$ cat src/rtl/stt_tap_pkg.sv
package stt_tap_pkg;

    typedef enum logic [3:0] {
        TAP_RESET,
        TAP_IDLE,
        TAP_SEL_DR,
        TAP_CAP_DR,
        TAP_SHF_DR,
        TAP_EX1_DR,
        TAP_PAU_DR,
        TAP_EX2_DR,
        TAP_UPD_DR,
        TAP_SEL_IR,
        TAP_CAP_IR,
        TAP_SHF_IR,
        TAP_EX1_IR,
        TAP_PAU_IR,
        TAP_EX2_IR,
        TAP_UPD_IR
    } tap_state_e;

    localparam int IR_W = 3;
    typedef logic [IR_W-1:0] opcode_t;

    localparam opcode_t OP_EXTEST  = 3'b000;
    localparam opcode_t OP_SAMPLE  = 3'b001;
    localparam opcode_t OP_PRELOAD = 3'b010;
    localparam opcode_t OP_JOIN    = 3'b011;
    localparam opcode_t OP_BYPASS  = 3'b111;
    localparam opcode_t IR_CAPTURE = 3'b001;

    // Per-instruction data path selection
    typedef struct packed {
        logic use_bsr;    // boundary register in the path
        logic use_chain;  // internal chain ahead of the boundary register
        logic cap_pads;   // boundary cells load pad_in in Capture-DR
        logic upd_pads;   // update latches load in Update-DR
        logic drive;      // pads follow the update latches
    } dr_sel_t;

endpackage

$ cat src/rtl/stt_tap_fsm.sv
module stt_tap_fsm
    import stt_tap_pkg::*;
(
    input  logic       test_clk,
    input  logic       test_rst_n,
    input  logic       mode_sel,
    output tap_state_e state,
    output logic       in_reset,
    output logic       cap_dr,
    output logic       shf_dr,
    output logic       upd_dr,
    output logic       cap_ir,
    output logic       shf_ir,
    output logic       upd_ir
);

    tap_state_e nxt;

    // State register
    always_ff @(posedge test_clk or negedge test_rst_n) begin
        if (!test_rst_n) state <= TAP_RESET;
        else             state <= nxt;
    end

    // Transition table
    always_comb begin
        nxt = state;
        unique case (state)
            TAP_RESET:  nxt = mode_sel ? TAP_RESET  : TAP_IDLE;
            TAP_IDLE:   nxt = mode_sel ? TAP_SEL_DR : TAP_IDLE;
            TAP_SEL_DR: nxt = mode_sel ? TAP_SEL_IR : TAP_CAP_DR;
            TAP_CAP_DR: nxt = mode_sel ? TAP_EX1_DR : TAP_SHF_DR;
            TAP_SHF_DR: nxt = mode_sel ? TAP_EX1_DR : TAP_SHF_DR;
            TAP_EX1_DR: nxt = mode_sel ? TAP_UPD_DR : TAP_PAU_DR;
            TAP_PAU_DR: nxt = mode_sel ? TAP_EX2_DR : TAP_PAU_DR;
            TAP_EX2_DR: nxt = mode_sel ? TAP_UPD_DR : TAP_SHF_DR;
            TAP_UPD_DR: nxt = mode_sel ? TAP_SEL_DR : TAP_IDLE;
            TAP_SEL_IR: nxt = mode_sel ? TAP_RESET  : TAP_CAP_IR;
            TAP_CAP_IR: nxt = mode_sel ? TAP_EX1_IR : TAP_SHF_IR;
            TAP_SHF_IR: nxt = mode_sel ? TAP_EX1_IR : TAP_SHF_IR;
            TAP_EX1_IR: nxt = mode_sel ? TAP_UPD_IR : TAP_PAU_IR;
            TAP_PAU_IR: nxt = mode_sel ? TAP_EX2_IR : TAP_PAU_IR;
            TAP_EX2_IR: nxt = mode_sel ? TAP_UPD_IR : TAP_SHF_IR;
            TAP_UPD_IR: nxt = mode_sel ? TAP_SEL_DR : TAP_IDLE;
            default:    nxt = TAP_RESET;
        endcase
    end

    // Output decode
    always_comb begin
        in_reset = (state == TAP_RESET);
        cap_dr   = (state == TAP_CAP_DR);
        shf_dr   = (state == TAP_SHF_DR);
        upd_dr   = (state == TAP_UPD_DR);
        cap_ir   = (state == TAP_CAP_IR);
        shf_ir   = (state == TAP_SHF_IR);
        upd_ir   = (state == TAP_UPD_IR);
    end

    // five rising edges with mode_sel high land in Reset
    a_r2_five_high_reset: assert property (@(posedge test_clk) disable iff (!test_rst_n)
        (mode_sel && $past(mode_sel, 1) && $past(mode_sel, 2) && $past(mode_sel, 3)
         && $past(mode_sel, 4)) |=> (state == TAP_RESET));

    // leaving Reset with mode_sel low enters Idle
    a_r3_reset_to_idle: assert property (@(posedge test_clk) disable iff (!test_rst_n)
        (state == TAP_RESET && !mode_sel) |=> (state == TAP_IDLE));

    // a shift state is only reached from capture, shift or exit2 of the same side
    a_r3_shift_dr_entry: assert property (@(posedge test_clk) disable iff (!test_rst_n)
        (state == TAP_SHF_DR && $past(state) != TAP_SHF_DR) |->
            ($past(state) == TAP_CAP_DR || $past(state) == TAP_EX2_DR));

endmodule

$ cat src/rtl/stt_tap_ir.sv
module stt_tap_ir
    import stt_tap_pkg::*;
(
    input  logic    test_clk,
    input  logic    test_rst_n,
    input  logic    ser_in,
    input  logic    in_reset,
    input  logic    cap_ir,
    input  logic    shf_ir,
    input  logic    upd_ir,
    output opcode_t opcode,
    output logic    ser_out
);

    opcode_t sh_q;

    // Shift stage: capture fixed pattern, shift LSB first
    always_ff @(posedge test_clk or negedge test_rst_n) begin
        if (!test_rst_n)  sh_q <= IR_CAPTURE;
        else if (cap_ir)  sh_q <= IR_CAPTURE;
        else if (shf_ir)  sh_q <= {ser_in, sh_q[IR_W-1:1]};
    end

    // Holding stage: loads on the falling edge
    always_ff @(negedge test_clk or negedge test_rst_n) begin
        if (!test_rst_n)   opcode <= OP_BYPASS;
        else if (in_reset) opcode <= OP_BYPASS;
        else if (upd_ir)   opcode <= sh_q;
    end

    assign ser_out = sh_q[0];

    // while in Reset the held instruction is bypass
    a_r2_reset_holds_bypass: assert property (@(posedge test_clk) disable iff (!test_rst_n)
        in_reset |-> (opcode == OP_BYPASS));

    // the held instruction moves only through Update-IR or Reset
    a_r4_opcode_changes_on_update: assert property (@(posedge test_clk) disable iff (!test_rst_n)
        !$stable(opcode) |-> (upd_ir || in_reset));

endmodule

$ cat src/rtl/stt_tap_bsr.sv
module stt_tap_bsr #(
    parameter int BSR_LEN = 151
) (
    input  logic               test_clk,
    input  logic               test_rst_n,
    input  logic               ser_in,
    input  logic               capture,
    input  logic               shift,
    input  logic               update,
    input  logic [BSR_LEN-1:0] pad_in,
    output logic [BSR_LEN-1:0] pad_out,
    output logic               ser_out
);

    // link[i] is the output of cell i; link[BSR_LEN] is the serial input
    logic [BSR_LEN:0] link;
    assign link[BSR_LEN] = ser_in;

    for (genvar i = 0; i < BSR_LEN; i++) begin : g_cell
        logic cap_q;
        logic upd_q;

        always_ff @(posedge test_clk or negedge test_rst_n) begin
            if (!test_rst_n)   cap_q <= 1'b0;
            else if (capture)  cap_q <= pad_in[i];
            else if (shift)    cap_q <= link[i+1];
        end

        always_ff @(negedge test_clk or negedge test_rst_n) begin
            if (!test_rst_n)   upd_q <= 1'b0;
            else if (update)   upd_q <= cap_q;
        end

        assign link[i]    = cap_q;
        assign pad_out[i] = upd_q;
    end

    assign ser_out = link[0];

    // update latches move only on an enabled update
    a_r12_pads_change_only_on_update: assert property (@(posedge test_clk) disable iff (!test_rst_n)
        !$stable(pad_out) |-> update);

    // capture and shift never requested together
    a_r7_capture_shift_exclusive: assert property (@(posedge test_clk) disable iff (!test_rst_n)
        !(capture && shift));

endmodule

$ cat src/rtl/stt_tap.sv
module stt_tap
    import stt_tap_pkg::*;
#(
    parameter int BSR_LEN = 151
) (
    input  logic               test_rst_n,
    input  logic               test_clk,
    input  logic               test_mode_sel,
    input  logic               test_din,
    output logic               test_dout,
    output logic               test_dout_en,
    input  logic [BSR_LEN-1:0] pad_in,
    output logic [BSR_LEN-1:0] pad_out,
    output logic               pad_drive,
    output logic               scan_si,
    input  logic               scan_so,
    output logic               scan_en,
    output logic               scan_capture,
    output logic               capture_dr,
    output logic               update_dr
);

    tap_state_e state;
    logic       in_reset, cap_dr, shf_dr, upd_dr, cap_ir, shf_ir, upd_ir;
    opcode_t    opcode;
    logic       ir_so;
    dr_sel_t    sel;
    logic       byp_q;
    logic       bsr_si, bsr_so, dr_so, out_next;
    logic       dout_q, dout_en_q;

    stt_tap_fsm i_fsm (
        .test_clk   (test_clk),
        .test_rst_n (test_rst_n),
        .mode_sel   (test_mode_sel),
        .state      (state),
        .in_reset   (in_reset),
        .cap_dr     (cap_dr),
        .shf_dr     (shf_dr),
        .upd_dr     (upd_dr),
        .cap_ir     (cap_ir),
        .shf_ir     (shf_ir),
        .upd_ir     (upd_ir)
    );

    stt_tap_ir i_ir (
        .test_clk   (test_clk),
        .test_rst_n (test_rst_n),
        .ser_in     (test_din),
        .in_reset   (in_reset),
        .cap_ir     (cap_ir),
        .shf_ir     (shf_ir),
        .upd_ir     (upd_ir),
        .opcode     (opcode),
        .ser_out    (ir_so)
    );

    // Instruction decode; anything unlisted falls to bypass
    always_comb begin
        sel = '0;
        unique case (opcode)
            OP_EXTEST: begin
                sel.use_bsr  = 1'b1;
                sel.cap_pads = 1'b1;
                sel.upd_pads = 1'b1;
                sel.drive    = 1'b1;
            end
            OP_SAMPLE: begin
                sel.use_bsr  = 1'b1;
                sel.cap_pads = 1'b1;
            end
            OP_PRELOAD: begin
                sel.use_bsr  = 1'b1;
                sel.upd_pads = 1'b1;
            end
            OP_JOIN: begin
                sel.use_bsr   = 1'b1;
                sel.use_chain = 1'b1;
                sel.cap_pads  = 1'b1;
            end
            default: sel = '0;
        endcase
    end

    // Joined path: test_din -> chain -> boundary register -> test_dout
    assign scan_si      = test_din;
    assign bsr_si       = sel.use_chain ? scan_so : test_din;
    assign scan_en      = shf_dr & sel.use_chain;
    assign scan_capture = cap_dr & sel.use_chain;

    stt_tap_bsr #(.BSR_LEN(BSR_LEN)) i_bsr (
        .test_clk   (test_clk),
        .test_rst_n (test_rst_n),
        .ser_in     (bsr_si),
        .capture    (cap_dr & sel.cap_pads),
        .shift      (shf_dr & sel.use_bsr),
        .update     (upd_dr & sel.upd_pads),
        .pad_in     (pad_in),
        .pad_out    (pad_out),
        .ser_out    (bsr_so)
    );

    // Bypass flop
    always_ff @(posedge test_clk or negedge test_rst_n) begin
        if (!test_rst_n)                 byp_q <= 1'b0;
        else if (cap_dr && !sel.use_bsr) byp_q <= 1'b0;
        else if (shf_dr && !sel.use_bsr) byp_q <= test_din;
    end

    assign dr_so    = sel.use_bsr ? bsr_so : byp_q;
    assign out_next = shf_ir ? ir_so : dr_so;

    // Serial output retimed to the falling edge
    always_ff @(negedge test_clk or negedge test_rst_n) begin
        if (!test_rst_n) begin
            dout_q    <= 1'b0;
            dout_en_q <= 1'b0;
        end else begin
            dout_en_q <= shf_dr | shf_ir;
            if (shf_dr || shf_ir) dout_q <= out_next;
        end
    end

    assign test_dout    = dout_q;
    assign test_dout_en = dout_en_q;
    assign pad_drive    = sel.drive;
    assign capture_dr   = cap_dr;
    assign update_dr    = upd_dr;

    // output enabled only inside a shift state
    a_r6_dout_en_in_shift: assert property (@(posedge test_clk) disable iff (!test_rst_n)
        test_dout_en |-> (state == TAP_SHF_DR || state == TAP_SHF_IR));

    // bypass flop holds 0 right after a bypass capture
    a_r5_bypass_captures_zero: assert property (@(posedge test_clk) disable iff (!test_rst_n)
        (cap_dr && !sel.use_bsr) |=> (byp_q == 1'b0));

    // scan enable rises only on entry into Shift-DR
    a_r10_scan_en_entry: assert property (@(posedge test_clk) disable iff (!test_rst_n)
        $rose(scan_en) |-> ($past(state) == TAP_CAP_DR || $past(state) == TAP_EX2_DR));

    // functional capture strobe lasts one cycle
    a_r11_capture_single_cycle: assert property (@(posedge test_clk) disable iff (!test_rst_n)
        scan_capture |=> !scan_capture);

endmodule

$ cat config.mk
export PLATFORM = sky130hd
export DESIGN_NAME = stt_tap
export DESIGN_NICKNAME = d
export VERILOG_FILES = /design/src/rtl/stt_tap_pkg.sv /design/src/rtl/stt_tap_fsm.sv /design/src/rtl/stt_tap_ir.sv /design/src/rtl/stt_tap_bsr.sv /design/src/rtl/stt_tap.sv
export SDC_FILE = /design/constraint.sdc
export NUM_CORES = 1
export LEC_CHECK = 0
export CAP_MARGIN = 10
export CORE_MARGIN = 2
export CORE_UTILIZATION = 45
export CTS_CLUSTER_SIZE = 40
export DETAILED_ROUTE_END_ITERATION = 8
export GPL_ROUTABILITY_DRIVEN = 0
export PLACE_DENSITY = 0.71
export SLEW_MARGIN = 20
export SYNTH_ARGS = -nofsm -noshare
export SYNTH_HDL_FRONTEND = slang
export SYNTH_SLANG_ARGS = --single-unit
$ cat constraint.sdc
create_clock -name test_clk -period 2.38 [get_ports test_clk]
set_clock_uncertainty 0.1 [all_clocks]
set_input_delay 0.357 -clock test_clk [delete_from_list [all_inputs] [get_ports test_clk]]
set_output_delay 0.357 -clock test_clk [all_outputs]
set_load 0.02 [all_outputs]
# Yosys cells after proc, flatten, opt, wreduce, memory -nomap -nowiden
# Index checks and enable logic that the tools add are counted.
# Widths: inputs -> output; s select.
[classes] mux=329 reduce_logical=16 bitwise_logic=6 eq_ne=18
[ops] cell="$mux 1" count=315
[ops] cell="$pmux 4 s12" count=1
[ops] cell="$eq 4x4->1 const B" count=8
[ops] cell="$mux 3" count=6
[ops] cell="$eq 4x3->1 const B" count=4
[ops] cell="$mux 4" count=4
[ops] cell="$eq 4x2->1 const B" count=2
[ops] cell="$reduce_bool 2->1" count=4
[ops] cell="$eq 3x2->1 const B" count=2
[ops] cell="$mux 2" count=3
[ops] cell="$reduce_or 2->1" count=3
[ops] cell="$reduce_or 3->1" count=2
[ops] cell="$and 1x1->1" count=5
[ops] cell="$eq 4x1->1 const B" count=1
[ops] cell="$logic_not 4->1" count=1
[ops] cell="$reduce_or 4->1" count=1
[ops] cell="$eq 3x1->1 const B" count=1
[ops] cell="$logic_not 3->1" count=1
[ops] cell="$logic_and 1x1->1" count=2
[ops] cell="$logic_not 1->1" count=1
[ops] cell="$logic_or 1x1->1" count=1
[ops] cell="$or 1x1->1" count=1
[totals] in_bits=156 register_bits=315

# Depth between registers and ports, before layout
[logic_depth] word_depth=7 mapped_depth=9 ltp_nobuf=4

# By module
# A second synthesis with hierarchy kept.
[unflattened] cells_unflattened=1217 area_unflattened_um2=14579.0
[modules_own_cells] mod="stt_tap_bsr" seq_area_each_um2=7557.2 cells_per_inst=1124 area_each_um2=13703.1 n_inst=1
[modules_own_cells] mod="stt_tap_fsm" seq_area_each_um2=100.1 cells_per_inst=50 area_each_um2=411.6 n_inst=1
[modules_own_cells] mod="stt_tap_ir" seq_area_each_um2=155.1 cells_per_inst=19 area_each_um2=246.5 n_inst=1
[modules_own_cells] mod="stt_tap" seq_area_each_um2=75.1 cells_per_inst=24 area_each_um2=217.7 n_inst=1

==> results.sh <==
export IMPL_row_count=65
export IMPL_grt_busiest_layer="met2"
export IMPL_grt_max_degree=70
export IMPL_syn_avg_cell_area_um2=11.79
export IMPL_synthTopCellsByCount="dfrtp_1 (158), a22oi_1 (154), inv_1 (154), buf_4 (153), dfrtn_1 (153)"
export IMPL_finalNonFillerCells=1911
export IMPL_cp_start_kind="flop"
export IMPL_htreeDepth=2
export IMPL_io_buffers=314
export IMPL_drt_pass1_iterations=5
export IMPL_insertion_delay_ps=560
export IMPL_async_reset_ff_frac=1.000
export IMPL_numCtsBuffers=35
export IMPL_yosys_cell_types_count=37
export IMPL_numClockSinks=315
export IMPL_use_met3=0.05977
export IMPL_synth_top_area_share=0.2739
export IMPL_path_max_fanout=34
export IMPL_path_delay_family="flip-flops"
export IMPL_grt_ovfl_total=0
export IMPL_ys_ff_latch=315
export IMPL_worstMarginPinSlew_ps=1056
export IMPL_grt_setup_unrepaired="yes"
export IMPL_cpPeakStageDelay_ps=540
export IMPL_violations="negative setup slack"
export IMPL_num_fill_cells=2313
export IMPL_fin_tns_setup_ps=-260560
export IMPL_vias=10310
export IMPL_power_mw=18.59
export IMPL_grt_pass1_vias=10300
export IMPL_yosysTopAreaCell="dfrtp_1"
export IMPL_vdd_drop_max_mv=0.4857
export IMPL_post_dp_hpwl_um=23910
export IMPL_grtUsageTotal=0.2266
export IMPL_seq_area_frac_synth=0.5464
export IMPL_viasPerCell=5.397
export IMPL_slowest_stage="dfstp_2"
export IMPL_dieArea_um2=33530
export IMPL_yosys_warnings=0
export IMPL_leakagePower_nw=9.759
export IMPL_wire_per_inst_um=22.89
export IMPL_syn_cell_area_um2=14440
export IMPL_io_pins=315
export IMPL_slew_violations=0
export IMPL_fin_util=0.6503
export IMPL_final_nets=1638
export IMPL_holdWs_ps=214.9
export IMPL_hold_path_class="in2async"
export IMPL_critPathCaptureType="flop"
export IMPL_cts_path_max_buffers=3
export IMPL_use_met2=0.3727
export IMPL_synth_edf_count=0
export IMPL_critical_path_class="reg2reg"
export IMPL_clk_pin_slew_worst_paths_ps=60
export IMPL_ant_nets=0
export IMPL_crit_chain="buf_4 > nor2b_4 > nor3_4 > or2_4 > buf_12 > buf_16 > o21ai_1"
export IMPL_drive_above_1_share=0.4523
export IMPL_core_region_area_um2=31560
export IMPL_outcome="finished, violations left"
export IMPL_crit_buf_inv=3
export IMPL_hold_viol_final=0
export IMPL_synth_area_top_cells="dfrtp_1 (27%), dfrtn_1 (27%), mux2_2 (8.4%), a22oi_1 (8.0%), buf_4 (8.0%)"
export IMPL_fp_dieH_um=183.1
export IMPL_grt_use_met1=0.2964
export IMPL_syn_num_nets=1380
export IMPL_die_x_um=183.1
export IMPL_dp_cells=1763
export IMPL_grt_pass1_wl_um=59220
export IMPL_critical_path_arrival_ps=3430
export IMPL_p_per_area_nw_per_um2=906.1
export IMPL_drc_errors=0
export IMPL_critical_path_required_ps=2660
export IMPL_setup_viol=463
export IMPL_yosysMostFrequentCell="dfrtp_1"
export IMPL_layout_setup_ws_ps=-769.4
export IMPL_cts_tree="done"
export IMPL_area_growth_pct=42.16
export IMPL_antenna_found_initial=3
export IMPL_maxCapViolCount=0
export IMPL_synth_main_ff_cell="dfrtp_1"
export IMPL_clockRootBuffer="clkbuf_16"
export IMPL_postSynthCellCount=1224
export IMPL_relSlewSlack=0.2933
export IMPL_initial_utilization=0.4575
export IMPL_drt_iter0_markers=635
export IMPL_routed_wl_um=43740
where the power goes:
group          internal [mW]  total [mW]  switching (mW)  leakage [nW]
clock                   3.29        5.48            2.19         0.583
combinational           2.51        4.67            2.16          5.42
sequential              6.98        8.45            1.47          3.75
worst register-to-register path: stages (launching register included):
cell	delay, ps
dfstp_2	540
buf_4	160
nor2b_4	50
nor3_4	180
or2_4	210
buf_12	160
buf_16	220
o21ai_1	150
path summary, 6_finish.rpt:
| check | start | to | slack [ps] | depth (start not counted) |
|---|---|---|---|---|
| max | i_ir.opcode[0] | i_bsr.g_cell[31].cap_q | -770 | 7 |
| min | test_rst_n | i_bsr.g_cell[12].cap_q | 210 | 2 |
| max reg2reg | i_ir.opcode[0] | i_bsr.g_cell[31].cap_q | -770 | 7 |
| min reg2reg | i_bsr.g_cell[48].upd_q | i_bsr.g_cell[48].upd_q | 370 | 1 |
| max in group asynchronous | test_rst_n | i_bsr.g_cell[72].upd_q | 290 | 3 |
| min in group test_clk | pad_in[14] | i_bsr.g_cell[14].cap_q | 360 | 3 |
layout by cell type (no fill, tap or decap), drive strengths merged, types with 2 or more instances in the layout:
| cell type | count |
|---|---|
| o21ai | 160 |
| a22oi | 154 |
| dfrtn | 153 |
| o22ai | 2 |
| buf | 268 |
| mux2 | 153 |
| clkbuf | 72 |
| dlymetal6s2s | 2 |
| nor2 | 8 |
| clkinv | 5 |
| nand2 | 17 |
| or2 | 2 |
| bufinv | 3 |
| a211oi | 2 |
| nor2b | 4 |
| inv | 156 |
| dfstp | 4 |
| clkdlybuf4s50 | 155 |
| nand3 | 2 |
| dfrtp | 158 |
| nor3 | 7 |
| nand2b | 3 |
| a21oi | 6 |
per-layer routing:
metal	vias to the layer above	wire, um
met3	66	3299
met5	-	13
li1	4568	-
met1	5313	17740
met4	2	1003
met2	364	21680
cells by family (layout without fill, tap and decap cells):
logic type,count (synthesis),after routing,share of synthesized area
AOI/OAI and AO/OA,329,329,0.1658
buffers and inverters,381,663,0.1505
DFF,315,315,0.5464
xor gates and xnor gates,1,1,0.0006069
other,0,1,0
and+or+nand+nor,44,46,0.01664
muxes,154,154,0.1200
area by class of cell:
cell class | count | area, um^2 | area share
Clock buffer | 54 | 1040 | 0.05067
Tap cell | 402 | 503.0 | 0.02451
Multi-Input combinational cell | 530 | 5066 | 0.2469
Antenna cell | 1 | 2.502 | 0.0001219
Inverter | 153 | 574.3 | 0.02799
Sequential cell | 315 | 7889 | 0.3844
Clock inverter | 12 | 122.6 | 0.005975
Timing Repair Buffer | 444 | 5324 | 0.2594
metrics by stage:
step	area [um^2]	worst slack, ps
6_report	20520	-769.4
4_1_cts	19080	-757.0
3_5_place_dp	17160	-770.2
2_1_floorplan	14680	-748.0
5_1_grt	20520	-827.2
3_3_place_gp	17160	-739.6
sequential cells by signal (all words and copies together) (netlist names):
register / flops
i_bsr.g_cell.cap_q: 150
i_ir.sh_q: 3
byp_q: 1
i_bsr.g_cell.upd_q: 151
test_dout_en: 1
i_ir.opcode: 3
i_bsr.ser_out: 1
i_fsm.state: 4
test_dout: 1
what timing repair did:
item	in CTS	in global routing
pin swaps	3	11
cloned	10	31
buffers inserted	15	29
hold endpoints to repair	137	0
resized for setup	912	158
setup endpoints to repair	466	466
hold buffers	1	0
Power figures use the tool's default switching activity.
